==> src/rtl/dual_timer_pkg.sv <==
package dual_timer_pkg;
    localparam int ADDR_W = 4;
    localparam int DATA_W = 8;
    localparam int NUM_CH = 2;

    typedef logic [ADDR_W-1:0] addr_t;
    typedef logic [DATA_W-1:0] byte_t;

    localparam addr_t A_CTRL     = 4'd0;
    localparam addr_t A_STAT     = 4'd1;
    localparam addr_t A_CNT_HI   = 4'd2;
    localparam addr_t A_CNT_LO   = 4'd3;
    localparam addr_t A_CMP_BASE = 4'd4;
    localparam addr_t A_CAP_BASE = 4'd8;

    localparam int C_EDGE_RISE = 1;
    localparam int C_FORCE0    = 3;
    localparam int C_WRAP_EN   = 5;
    localparam int C_CMP_EN    = 6;
    localparam int C_CAP_EN    = 7;

    localparam int S_CAP0 = 7;
    localparam int S_CMP0 = 5;
    localparam int S_WRAP = 3;
endpackage

==> src/rtl/timer_counter.sv <==
module timer_counter #(
    parameter int CNT_W = 16
) (
    input  logic             clk,
    input  logic             rst_n,
    input  logic             tick,
    input  logic             clr_wrap,
    output logic [CNT_W-1:0] cnt,
    output logic             wrap_flag
);
    localparam logic [CNT_W-1:0] ONE  = CNT_W'(1);
    localparam logic [CNT_W-1:0] TOPV = '1;

    typedef struct packed {
        logic [CNT_W-1:0] cnt;
        logic             wrap;
    } cnt_state_t;

    cnt_state_t st_d, st_q;

    always_comb begin
        st_d = st_q;
        if (clr_wrap) st_d.wrap = 1'b0;
        if (tick) begin
            st_d.cnt = st_q.cnt + ONE;
            if (st_q.cnt == TOPV) st_d.wrap = 1'b1;
        end
    end

    always_ff @(posedge clk or negedge rst_n) begin
        if (!rst_n) st_q <= '0;
        else        st_q <= st_d;
    end

    assign cnt       = st_q.cnt;
    assign wrap_flag = st_q.wrap;

    AST_WRAP_SETS_FLAG: assert property (@(posedge clk) disable iff (!rst_n)
        (tick && cnt == TOPV) |=> (wrap_flag && cnt == '0));
    AST_HOLD_WITHOUT_TICK: assert property (@(posedge clk) disable iff (!rst_n)
        !tick |=> $stable(cnt));
endmodule

==> src/rtl/timer_compare.sv <==
module timer_compare #(
    parameter int CNT_W = 16
) (
    input  logic             clk,
    input  logic             rst_n,
    input  logic             tick,
    input  logic [CNT_W-1:0] cnt,
    input  logic             wr_hi,
    input  logic             wr_lo,
    input  logic [7:0]       wdata,
    input  logic             level,
    input  logic             force_ld,
    input  logic             force_level,
    input  logic             clr_flag,
    output logic [CNT_W-1:0] match_val,
    output logic             flag,
    output logic             pin
);
    localparam int HI_W = CNT_W - 8;
    localparam logic [CNT_W-1:0] ONE = CNT_W'(1);

    typedef struct packed {
        logic [CNT_W-1:0] mval;
        logic             flag;
        logic             pin;
    } cmp_state_t;

    cmp_state_t st_d, st_q;
    logic       hit;

    always_comb begin
        st_d = st_q;
        hit  = tick && ((cnt + ONE) == st_q.mval);
        if (wr_hi) st_d.mval[CNT_W-1:8] = wdata[HI_W-1:0];
        if (wr_lo) st_d.mval[7:0]       = wdata;
        if (clr_flag) st_d.flag = 1'b0;
        if (hit) begin
            st_d.flag = 1'b1;
            st_d.pin  = level;
        end
        if (force_ld) st_d.pin = force_level;
    end

    always_ff @(posedge clk or negedge rst_n) begin
        if (!rst_n) st_q <= '0;
        else        st_q <= st_d;
    end

    assign match_val = st_q.mval;
    assign flag      = st_q.flag;
    assign pin       = st_q.pin;

    AST_MATCH_SETS_FLAG: assert property (@(posedge clk) disable iff (!rst_n)
        hit |=> flag);
    AST_PIN_HOLDS: assert property (@(posedge clk) disable iff (!rst_n)
        (!hit && !force_ld) |=> $stable(pin));
    AST_FORCE_KEEPS_FLAG: assert property (@(posedge clk) disable iff (!rst_n)
        (force_ld && !hit && !clr_flag) |=> $stable(flag));
    AST_FORCE_LOADS_PIN: assert property (@(posedge clk) disable iff (!rst_n)
        force_ld |=> (pin == $past(force_level)));
endmodule

==> src/rtl/timer_capture.sv <==
module timer_capture #(
    parameter int CNT_W = 16
) (
    input  logic             clk,
    input  logic             rst_n,
    input  logic [CNT_W-1:0] cnt,
    input  logic             sig_in,
    input  logic             rise_sel,
    input  logic             clr_flag,
    output logic [CNT_W-1:0] cap_val,
    output logic             flag
);
    typedef struct packed {
        logic             prev;
        logic [CNT_W-1:0] cap;
        logic             flag;
    } cap_state_t;

    cap_state_t st_d, st_q;
    logic       seen;

    always_comb begin
        st_d      = st_q;
        seen      = rise_sel ? (sig_in && !st_q.prev) : (!sig_in && st_q.prev);
        st_d.prev = sig_in;
        if (clr_flag) st_d.flag = 1'b0;
        if (seen) begin
            st_d.cap  = cnt;
            st_d.flag = 1'b1;
        end
    end

    always_ff @(posedge clk or negedge rst_n) begin
        if (!rst_n) st_q <= '0;
        else        st_q <= st_d;
    end

    assign cap_val = st_q.cap;
    assign flag    = st_q.flag;

    AST_EDGE_SETS_FLAG: assert property (@(posedge clk) disable iff (!rst_n)
        seen |=> (flag && cap_val == $past(cnt)));
    AST_CAPTURE_HOLDS: assert property (@(posedge clk) disable iff (!rst_n)
        !seen |=> $stable(cap_val));
endmodule

==> src/rtl/dual_timer.sv <==
module dual_timer
    import dual_timer_pkg::*;
#(
    parameter int CNT_W = 16
) (
    input  logic              clk,
    input  logic              rst_n,
    input  logic              tick,
    input  logic [ADDR_W-1:0] bus_addr,
    input  logic              bus_wr,
    input  logic [DATA_W-1:0] bus_wdata,
    output logic [DATA_W-1:0] bus_rdata,
    input  logic              cap1_in,
    input  logic              cap2_in,
    output logic              cmp1_pin,
    output logic              cmp2_pin,
    output logic              irq
);
    typedef struct packed {
        byte_t ctrl;
    } top_state_t;

    top_state_t st_d, st_q;

    logic              wr_ctrl, wr_stat;
    logic [CNT_W-1:0]  cnt;
    logic              wrap_flag;
    logic [NUM_CH-1:0] ocf, icf, pins, cap_sig;
    logic [CNT_W-1:0]  mval [NUM_CH];
    logic [CNT_W-1:0]  cval [NUM_CH];
    byte_t             status;

    assign wr_ctrl = bus_wr && (bus_addr == A_CTRL);
    assign wr_stat = bus_wr && (bus_addr == A_STAT);
    assign cap_sig = {cap2_in, cap1_in};

    always_comb begin
        st_d = st_q;
        if (wr_ctrl) begin
            st_d.ctrl = bus_wdata;
            for (int k = 0; k < NUM_CH; k++) st_d.ctrl[C_FORCE0+k] = 1'b0;
        end
    end

    always_ff @(posedge clk or negedge rst_n) begin
        if (!rst_n) st_q <= '0;
        else        st_q <= st_d;
    end

    timer_counter #(.CNT_W(CNT_W)) u_cnt (
        .clk       (clk),
        .rst_n     (rst_n),
        .tick      (tick),
        .clr_wrap  (wr_stat && bus_wdata[S_WRAP]),
        .cnt       (cnt),
        .wrap_flag (wrap_flag)
    );

    for (genvar g = 0; g < NUM_CH; g++) begin : g_ch
        localparam addr_t CMP_HI  = A_CMP_BASE + addr_t'(2 * g);
        localparam addr_t CAP_HI  = A_CAP_BASE + addr_t'(2 * g);
        localparam int    LVL_BIT = 2 * g;

        timer_compare #(.CNT_W(CNT_W)) u_cmp (
            .clk         (clk),
            .rst_n       (rst_n),
            .tick        (tick),
            .cnt         (cnt),
            .wr_hi       (bus_wr && bus_addr == CMP_HI),
            .wr_lo       (bus_wr && bus_addr == CMP_HI + addr_t'(1)),
            .wdata       (bus_wdata),
            .level       (st_q.ctrl[LVL_BIT]),
            .force_ld    (wr_ctrl && bus_wdata[C_FORCE0+g]),
            .force_level (bus_wdata[LVL_BIT]),
            .clr_flag    (wr_stat && bus_wdata[S_CMP0-g]),
            .match_val   (mval[g]),
            .flag        (ocf[g]),
            .pin         (pins[g])
        );

        timer_capture #(.CNT_W(CNT_W)) u_cap (
            .clk      (clk),
            .rst_n    (rst_n),
            .cnt      (cnt),
            .sig_in   (cap_sig[g]),
            .rise_sel (st_q.ctrl[C_EDGE_RISE]),
            .clr_flag (wr_stat && bus_wdata[S_CAP0-g]),
            .cap_val  (cval[g]),
            .flag     (icf[g])
        );

        always_comb begin
            status[S_CAP0-g] = icf[g];
            status[S_CMP0-g] = ocf[g];
        end
    end

    always_comb begin
        status[S_WRAP] = wrap_flag;
        status[2:0]    = '0;
    end

    always_comb begin
        bus_rdata = '0;
        case (bus_addr)
            A_CTRL:   bus_rdata = st_q.ctrl;
            A_STAT:   bus_rdata = status;
            A_CNT_HI: bus_rdata = byte_t'(cnt >> 8);
            A_CNT_LO: bus_rdata = cnt[7:0];
            default: begin
                for (int k = 0; k < NUM_CH; k++) begin
                    if (bus_addr == A_CMP_BASE + addr_t'(2*k))     bus_rdata = byte_t'(mval[k] >> 8);
                    if (bus_addr == A_CMP_BASE + addr_t'(2*k + 1)) bus_rdata = mval[k][7:0];
                    if (bus_addr == A_CAP_BASE + addr_t'(2*k))     bus_rdata = byte_t'(cval[k] >> 8);
                    if (bus_addr == A_CAP_BASE + addr_t'(2*k + 1)) bus_rdata = cval[k][7:0];
                end
            end
        endcase
    end

    assign irq = (wrap_flag && st_q.ctrl[C_WRAP_EN])
              || ((|ocf) && st_q.ctrl[C_CMP_EN])
              || ((|icf) && st_q.ctrl[C_CAP_EN]);
    assign cmp1_pin = pins[0];
    assign cmp2_pin = pins[1];

    AST_IRQ_NEEDS_ENABLE: assert property (@(posedge clk) disable iff (!rst_n)
        irq |-> (st_q.ctrl[C_CAP_EN:C_WRAP_EN] != 3'b000));
    AST_WRITE_CLEARS_ENABLES: assert property (@(posedge clk) disable iff (!rst_n)
        (wr_ctrl && bus_wdata[C_CAP_EN:C_WRAP_EN] == 3'b000) |=> !irq);
endmodule

==> config.mk <==
export PLATFORM = sky130hd
export DESIGN_NAME = dual_timer
export DESIGN_NICKNAME = d
export VERILOG_FILES = /design/src/rtl/dual_timer_pkg.sv /design/src/rtl/timer_counter.sv /design/src/rtl/timer_compare.sv /design/src/rtl/timer_capture.sv /design/src/rtl/dual_timer.sv
export SDC_FILE = /design/constraint.sdc
export NUM_CORES = 1
export LEC_CHECK = 0
export CAP_MARGIN = 5
export CORE_ASPECT_RATIO = 1.2
export CORE_MARGIN = 10
export CORE_UTILIZATION = 65
export DETAILED_ROUTE_END_ITERATION = 6
export PLACE_DENSITY = 0.84
export SLEW_MARGIN = 20
export SYNTH_ARGS = -nofsm -noshare
export SYNTH_HDL_FRONTEND = slang
export SYNTH_HIERARCHICAL = 1
export SYNTH_SLANG_ARGS = --single-unit
==> constraint.sdc <==
create_clock -name clk -period 5.27 [get_ports clk]
set_input_delay 1.3175 -clock clk [delete_from_list [all_inputs] [get_ports clk]]
set_output_delay 1.3175 -clock clk [all_outputs]
set_load 0.03 [all_outputs]
==> results_dict.tcl, run 1 <==
set metrics [dict create \
    status "finished clean" \
    synthCells 789 \
    die_w_microns 117 \
    drtIter0Drc 849 \
    dr_total_vias 6255 \
    synth_nets 810 \
    cp.required_ps 3950 \
    period_share_pct 91.7 \
    io-pin-count 29 \
    dp.final_hpwl_microns 13800 \
    clockRootBuffer "clkbuf_16" \
    setup_violations 0 \
    cts.htree.levels 3 \
    track_usage_pct 25.1 \
    avgSynthCellArea_sq_um 9.36 \
    clock_sinks 95 \
    slowest_stage "clkdlybuf4s50_1" \
    yosysSeqAreaShare_pct 32.2 \
    drc 0 \
    finalHoldViolations 0 \
    post-place-ws_ps 469 \
    die_y_microns 137 \
    fin_ws_ps 438 \
    max_stage_delay_ps 710 \
    synth_edf_count 0 \
    dieArea_sq_mm 0.0160 \
    crit_arrival_ps 3510 \
    synth_top_area_share_pct 32.2 \
    grt_pass1_vias 6029 \
    path_clk_slew_ps 60 \
    gp_congestion 0.992 \
    fin_crit_ps 4830 \
    dr.pass1.iters 6 \
    drt-wirelength-per-cell_microns 22.1 \
    worst_setup_path_end_kind "output port" \
    fin_worst_skew_ps 7.87 \
    area_growth_pct 5.08 \
    finalPower_w 0.00307 \
    grt_max_degree 102 \
    yosysTopAreaCell "dfrtp_1" \
    worst_skew_pair.late_latency_ps 350 \
    wl_microns 20500 \
    worst_pin_slew_ps 931 \
    place_inst 909 \
    p_leak_nw 2.97 \
    cts_tree "built" \
    initial_core_util_pct 66.6 \
    critPathMaxFanout 7 \
    fp-row-count 42 \
    fmax_mhz 207 \
    ir_drop_uv 214 \
    synth_area_sq_mm 0.00739 \
    final_cell_mix "dfrtp_1, o21ai_0, nor2b_1" \
    layout.nets 787 \
    cts.repair.resized 0 \
    synth.distinct_cells 64 \
    ctsHoldBuffers 0 \
    synth_area_leaders "dfrtp_1, nor2b_1, o21ai_0, mux2_2, buf_4" \
    power.density_mw_per_mm2 396 \
    drive_above_1_share_pct 15.0 \
    slew_headroom_pct 37.7 \
    critPathKind "in -> out" \
    layout_commonest_cell "dfrtp_1" \
    ys_warn_count 6 \
    cts_setup_buffers 0 \
    drv_cap 0 \
    worstSetupStartpointType "input pin" \
    final_max_slew_viol_count 0 \
    numCtsBuffers 9 \
    numPortBuffers 28 \
    core_area_sq_mm 0.0111 \
    ys_ff_latch 95 \
    ant_nets 0 \
    antenna_found_initial 0 \
    fill_cells 838 \
    grt_overflow 0 \
    cp_top_family "buffers and inverters" \
    final.setup.tns_ps 0 \
    hold_class "reg -> reg" \
    grt_pass1_wl_microns 32300 \
    crit_chain "clkdlybuf4s50_1, nor4b_2, a22oi_1, a31oi_1, clkdlybuf4s50_1" \
    stdcell_count 925 \
    vias_per_cell 6.76 \
    clockBufferDepth 2 \
    antenna_cells 0 \
    ys.flop_type "dfrtp_1" \
    path_buf_inv 2 \
    postLayoutCoreUtil_pct 70.0 \
    rsz0062_at_grt "no" \
    synthArstFlopShare_pct 100 \
    crit_top_cell "clkdlybuf4s50_1" \
]
[worst reg2reg max path: cells and delay by family (launching register included)]
family                   cells  cell delay [ps]
AO/OA/AOI/OAI                3              540
flip-flops                   1              380
adder cells (fa/ha/maj)      1              300
AND/OR/NAND/NOR              2              600
buffers and inverters        1              300
multiplexers                 1              230
[report_power, final]
group	leakage, nW	internal [W]	switching, W	total [W]
clock network	0.140	0.000381	0.000278	0.000659
logic	1.69	0.000552	0.000723	0.00128
registers	1.15	0.000915	0.000225	0.00114
[area by class of cell]
class | instances | area (sq um) | area share [%]
well taps | 154 | 193 | 2.48
clock buffers | 13 | 250 | 3.22
inverters | 12 | 45.0 | 0.580
repair buffers | 53 | 445 | 5.74
flip-flops and latches | 95 | 2380 | 30.6
multi-input cells | 595 | 4410 | 56.8
clock inverters | 3 | 42.5 | 0.548
[metal layers]
metal / GRT usage, % / share of wire (%) / vias to the layer above
li1: - / - / 2820
met1: 30.6 / 41 / 3034
met2: 41.1 / 47 / 322
met3: 4.00 / 7.1 / 79
met4: 15.3 / 5.0 / 0
met5: 0 / 0 / -
[cells in the mapped netlist (6+ instances only)]
cell type,n
nand2_1,36
mux2i_1,20
o311a_1,32
mux2_2,34
nand3_1,12
buf_2,13
a21oi_1,16
nor2_1,24
xor2_1,23
clkbuf_1,22
xnor2_1,36
o21ai_1,10
a31oi_1,7
mux4_2,7
mux2_4,6
o21ai_0,77
nor3_1,42
nor3b_1,33
dfrtp_1,95
buf_4,43
nor4_2,8
o22ai_1,6
buf_6,7
nor2b_1,68
inv_1,11
nand2b_1,6
nand4_1,13
[cell families after synthesis]
logic type      share of synthesized area [%]
simple gates                             24.4
compound gates                           15.9
buf+inv                                  8.15
flops                                    32.2
mux                                      11.9
xor+xnor                                 7.00
fa+ha+maj                               0.508
[per-stage QoR]
| stage | hold WS, ps | cell area [sq um] |
|---|---|---|
| 5_1_grt | 572 | 7760 |
| 3_3_place_gp | 518 | 7470 |
| 3_5_place_dp | 544 | 7470 |
| 4_1_cts | 555 | 7760 |
| 2_1_floorplan | 486 | 7390 |
| 6_report | 557 | 7760 |
[state kept, by name, indices dropped and copies added (netlist names), 2 cells and up]
| register | count |
|---|---|
| g_ch.u_cap/cap_val | 32 |
| g_ch.u_cap/flag | 2 |
| g_ch.u_cmp/match_val | 32 |
| u_cnt/cnt | 16 |
| g_ch.u_cmp/pin | 2 |
| st_q | 6 |
| g_ch.u_cmp/flag | 2 |
| g_ch.u_cap/st_q | 2 |
[path summary, 6_finish.rpt]
kind / from / end / slack [ps] / cells past startpoint
max: bus_addr[2] / bus_rdata[3] / 440 / 5
min: st_q[6] / st_q[6] / 560 / 1
max reg2reg: u_cnt/cnt[0] / g_ch[0].u_cmp/pin / 2840 / 8
min reg2reg: st_q[6] / st_q[6] / 560 / 1
max in group asynchronous: rst_n / st_q[6] / 3220 / 2
min in group asynchronous: rst_n / g_ch[0].u_cap/cap_val[9] / 1030 / 1
(Power assumes the default switching activity.)
==> run 2: changes to the inputs <==
--- a/config.mk
+++ b/config.mk
@@ -5,7 +5,7 @@
 export SDC_FILE = /design/constraint.sdc
 export NUM_CORES = 1
 export LEC_CHECK = 0
-export CAP_MARGIN = 5
+export CAP_MARGIN = 25
 export CORE_ASPECT_RATIO = 1.2
 export CORE_MARGIN = 10
 export CORE_UTILIZATION = 65
==> constraint.sdc (replaced) <==
create_clock -name clk -period 5.27 [get_ports clk]
set_input_delay 1.3175 -clock clk [delete_from_list [all_inputs] [get_ports clk]]
set_output_delay 1.3175 -clock clk [all_outputs]
set_load 0.02 [all_outputs]
==> results_dict.tcl, run 2 (synthesis gave the netlist of run 1 again) <==
set metrics [dict create \
    status "finished clean" \
    crit_top_cell "clkdlybuf4s50_1" \
    ant_nets 0 \
    drtIter0Drc 725 \
    final_cell_mix "dfrtp_1, o21ai_0, nor2b_1" \
    cts.repair.resized 0 \
    clock_sinks 95 \
    clockRootBuffer "clkbuf_16" \
    hold_class "reg -> reg" \
    ir_drop_uv 211 \
    fp-row-count 42 \
    clockBufferDepth 2 \
    slowest_stage "clkdlybuf4s50_1" \
    grt_overflow 0 \
    core_area_sq_mm 0.0111 \
    p_clk_share_pct 20.5 \
    drt-wirelength-per-cell_microns 22.3 \
    wl_microns 20600 \
    layout.nets 786 \
    track_usage_pct 25.6 \
    dr.pass1.iters 6 \
    area_growth_pct 5.13 \
    crit_chain "clkdlybuf4s50_1, nor2b_1, o21ai_0, a221o_1, a21oi_1, clkdlybuf4s50_1" \
    numCtsBuffers 9 \
    p_sw_w 0.00123 \
    cp.required_ps 3950 \
    top_layer "met4" \
    setup_violations 0 \
    grt_max_degree 102 \
    drv_cap 0 \
    gp_congestion 0.979 \
    worst_skew_pair.late_latency_ps 350 \
    critPathMaxFanout 6 \
    p_sw_share_pct 40.8 \
    hold_slack_ps 547 \
    rsz0062_at_grt "no" \
    p_int_w 0.00179 \
    dr_total_vias 6335 \
    io-pin-count 29 \
    critPathKind "in -> out" \
    antenna_found_initial 0 \
    dp.final_hpwl_microns 13600 \
    fin_worst_skew_ps 8.48 \
    slew_headroom_pct 38.6 \
    power.density_mw_per_mm2 388 \
    fmax_mhz 202 \
    crit_arrival_ps 3630 \
    cts_tree "built" \
    ctsHoldBuffers 0 \
    finalHoldViolations 0 \
    drive_above_1_share_pct 14.8 \
    drc 0 \
    period_share_pct 93.9 \
    p_leak_nw 2.96 \
    worst_setup_path_end_kind "output port" \
    initial_core_util_pct 66.6 \
    dieArea_sq_mm 0.0160 \
    combPwrFrac_pct 41.1 \
    path_clk_slew_ps 70 \
    die_y_microns 137 \
    cts_setup_buffers 0 \
    final_max_slew_viol_count 0 \
    cts.htree.levels 3 \
    path_buf_inv 2 \
    grt_pass1_wl_microns 33100 \
    numPortBuffers 28 \
    die_w_microns 117 \
    layout_commonest_cell "dfrtp_1" \
    final.setup.tns_ps 0 \
    grt_pass1_vias 6124 \
    dr_wl_met3_microns 1370 \
    cp_top_family "buffers and inverters" \
    vias_per_cell 6.86 \
    max_stage_delay_ps 640 \
    met2_length_microns 9990 \
    antenna_cells 0 \
    worstSetupStartpointType "input pin" \
    p_seq_share_pct 38.4 \
    fin_crit_ps 4950 \
    wl_met1_microns 8240 \
    worst_pin_slew_ps 917 \
]
-- run 2: cell type report --
class                           count  area, sq um
Fill cell                         841         3320
Timing Repair Buffer               52          468
Sequential cell                    95         2380
Clock inverter                      7         48.8
Tap cell                          154          193
Multi-Input combinational cell    595         4410
Clock buffer                        9          225
Inverter                           12         45.0
-- run 2: path summary, 6_finish.rpt --
kind / start / endpoint / slack (ps) / depth (start not counted)
min in group asynchronous: rst_n / g_ch[0].u_cap/cap_val[11] / 900 / 1
worst max-delay path: bus_addr[3] / bus_rdata[2] / 320 / 6
max in group asynchronous: rst_n / g_ch[1].u_cmp/match_val[14] / 3420 / 3
worst min register to register: u_cnt/wrap_flag / u_cnt/wrap_flag / 550 / 1
worst max register to register: u_cnt/cnt[1] / g_ch[0].u_cmp/pin / 2670 / 7
worst min-delay path: u_cnt/wrap_flag / u_cnt/wrap_flag / 550 / 1
-- run 2: per-stage QoR --
stage | instance area (sq um) | setup slack (ps) | total power (W) | util, % | instances
2_1_floorplan | 7390 | 1360 | 0.00210 | - | 789
3_3_place_gp | 7460 | 467 | 0.00230 | 67.3 | 907
3_5_place_dp | 7460 | 397 | 0.00237 | 67.3 | 907
4_1_cts | 7740 | 388 | 0.00298 | 69.8 | 923
5_1_grt | 7770 | 255 | 0.00317 | 70.0 | 924
6_report | 7770 | 322 | 0.00302 | 70.0 | 924
-- run 2: routing by layer --
layer,global-route usage (%),vias up
met1,31.1,3084
met4,13.1,0
met5,0,-
met2,42.4,331
li1,-,2837
met3,5.23,83
-- run 2: worst register-to-register path: cells and delay by family (launching register included) --
family | cells | cell delay (ps)
adder cells (fa/ha/maj) | 1 | 380
AO/OA/AOI/OAI | 1 | 280
XOR/XNOR | 1 | 120
flip-flops | 1 | 750
AND/OR/NAND/NOR | 3 | 770
multiplexers | 1 | 180
-- run 2: power groups by stage --
stage | Sequential (W) | Clock (W) | Combinational, W
after global routing | 0.00118 | 0.000654 | 0.00134
final | 0.00116 | 0.000620 | 0.00124
after CTS | 0.00115 | 0.000622 | 0.00121
after global placement | 0.00115 | 0 | 0.00115
after floorplan | 0.00116 | 0 | 0.000939
after detailed placement | 0.00116 | 0 | 0.00120
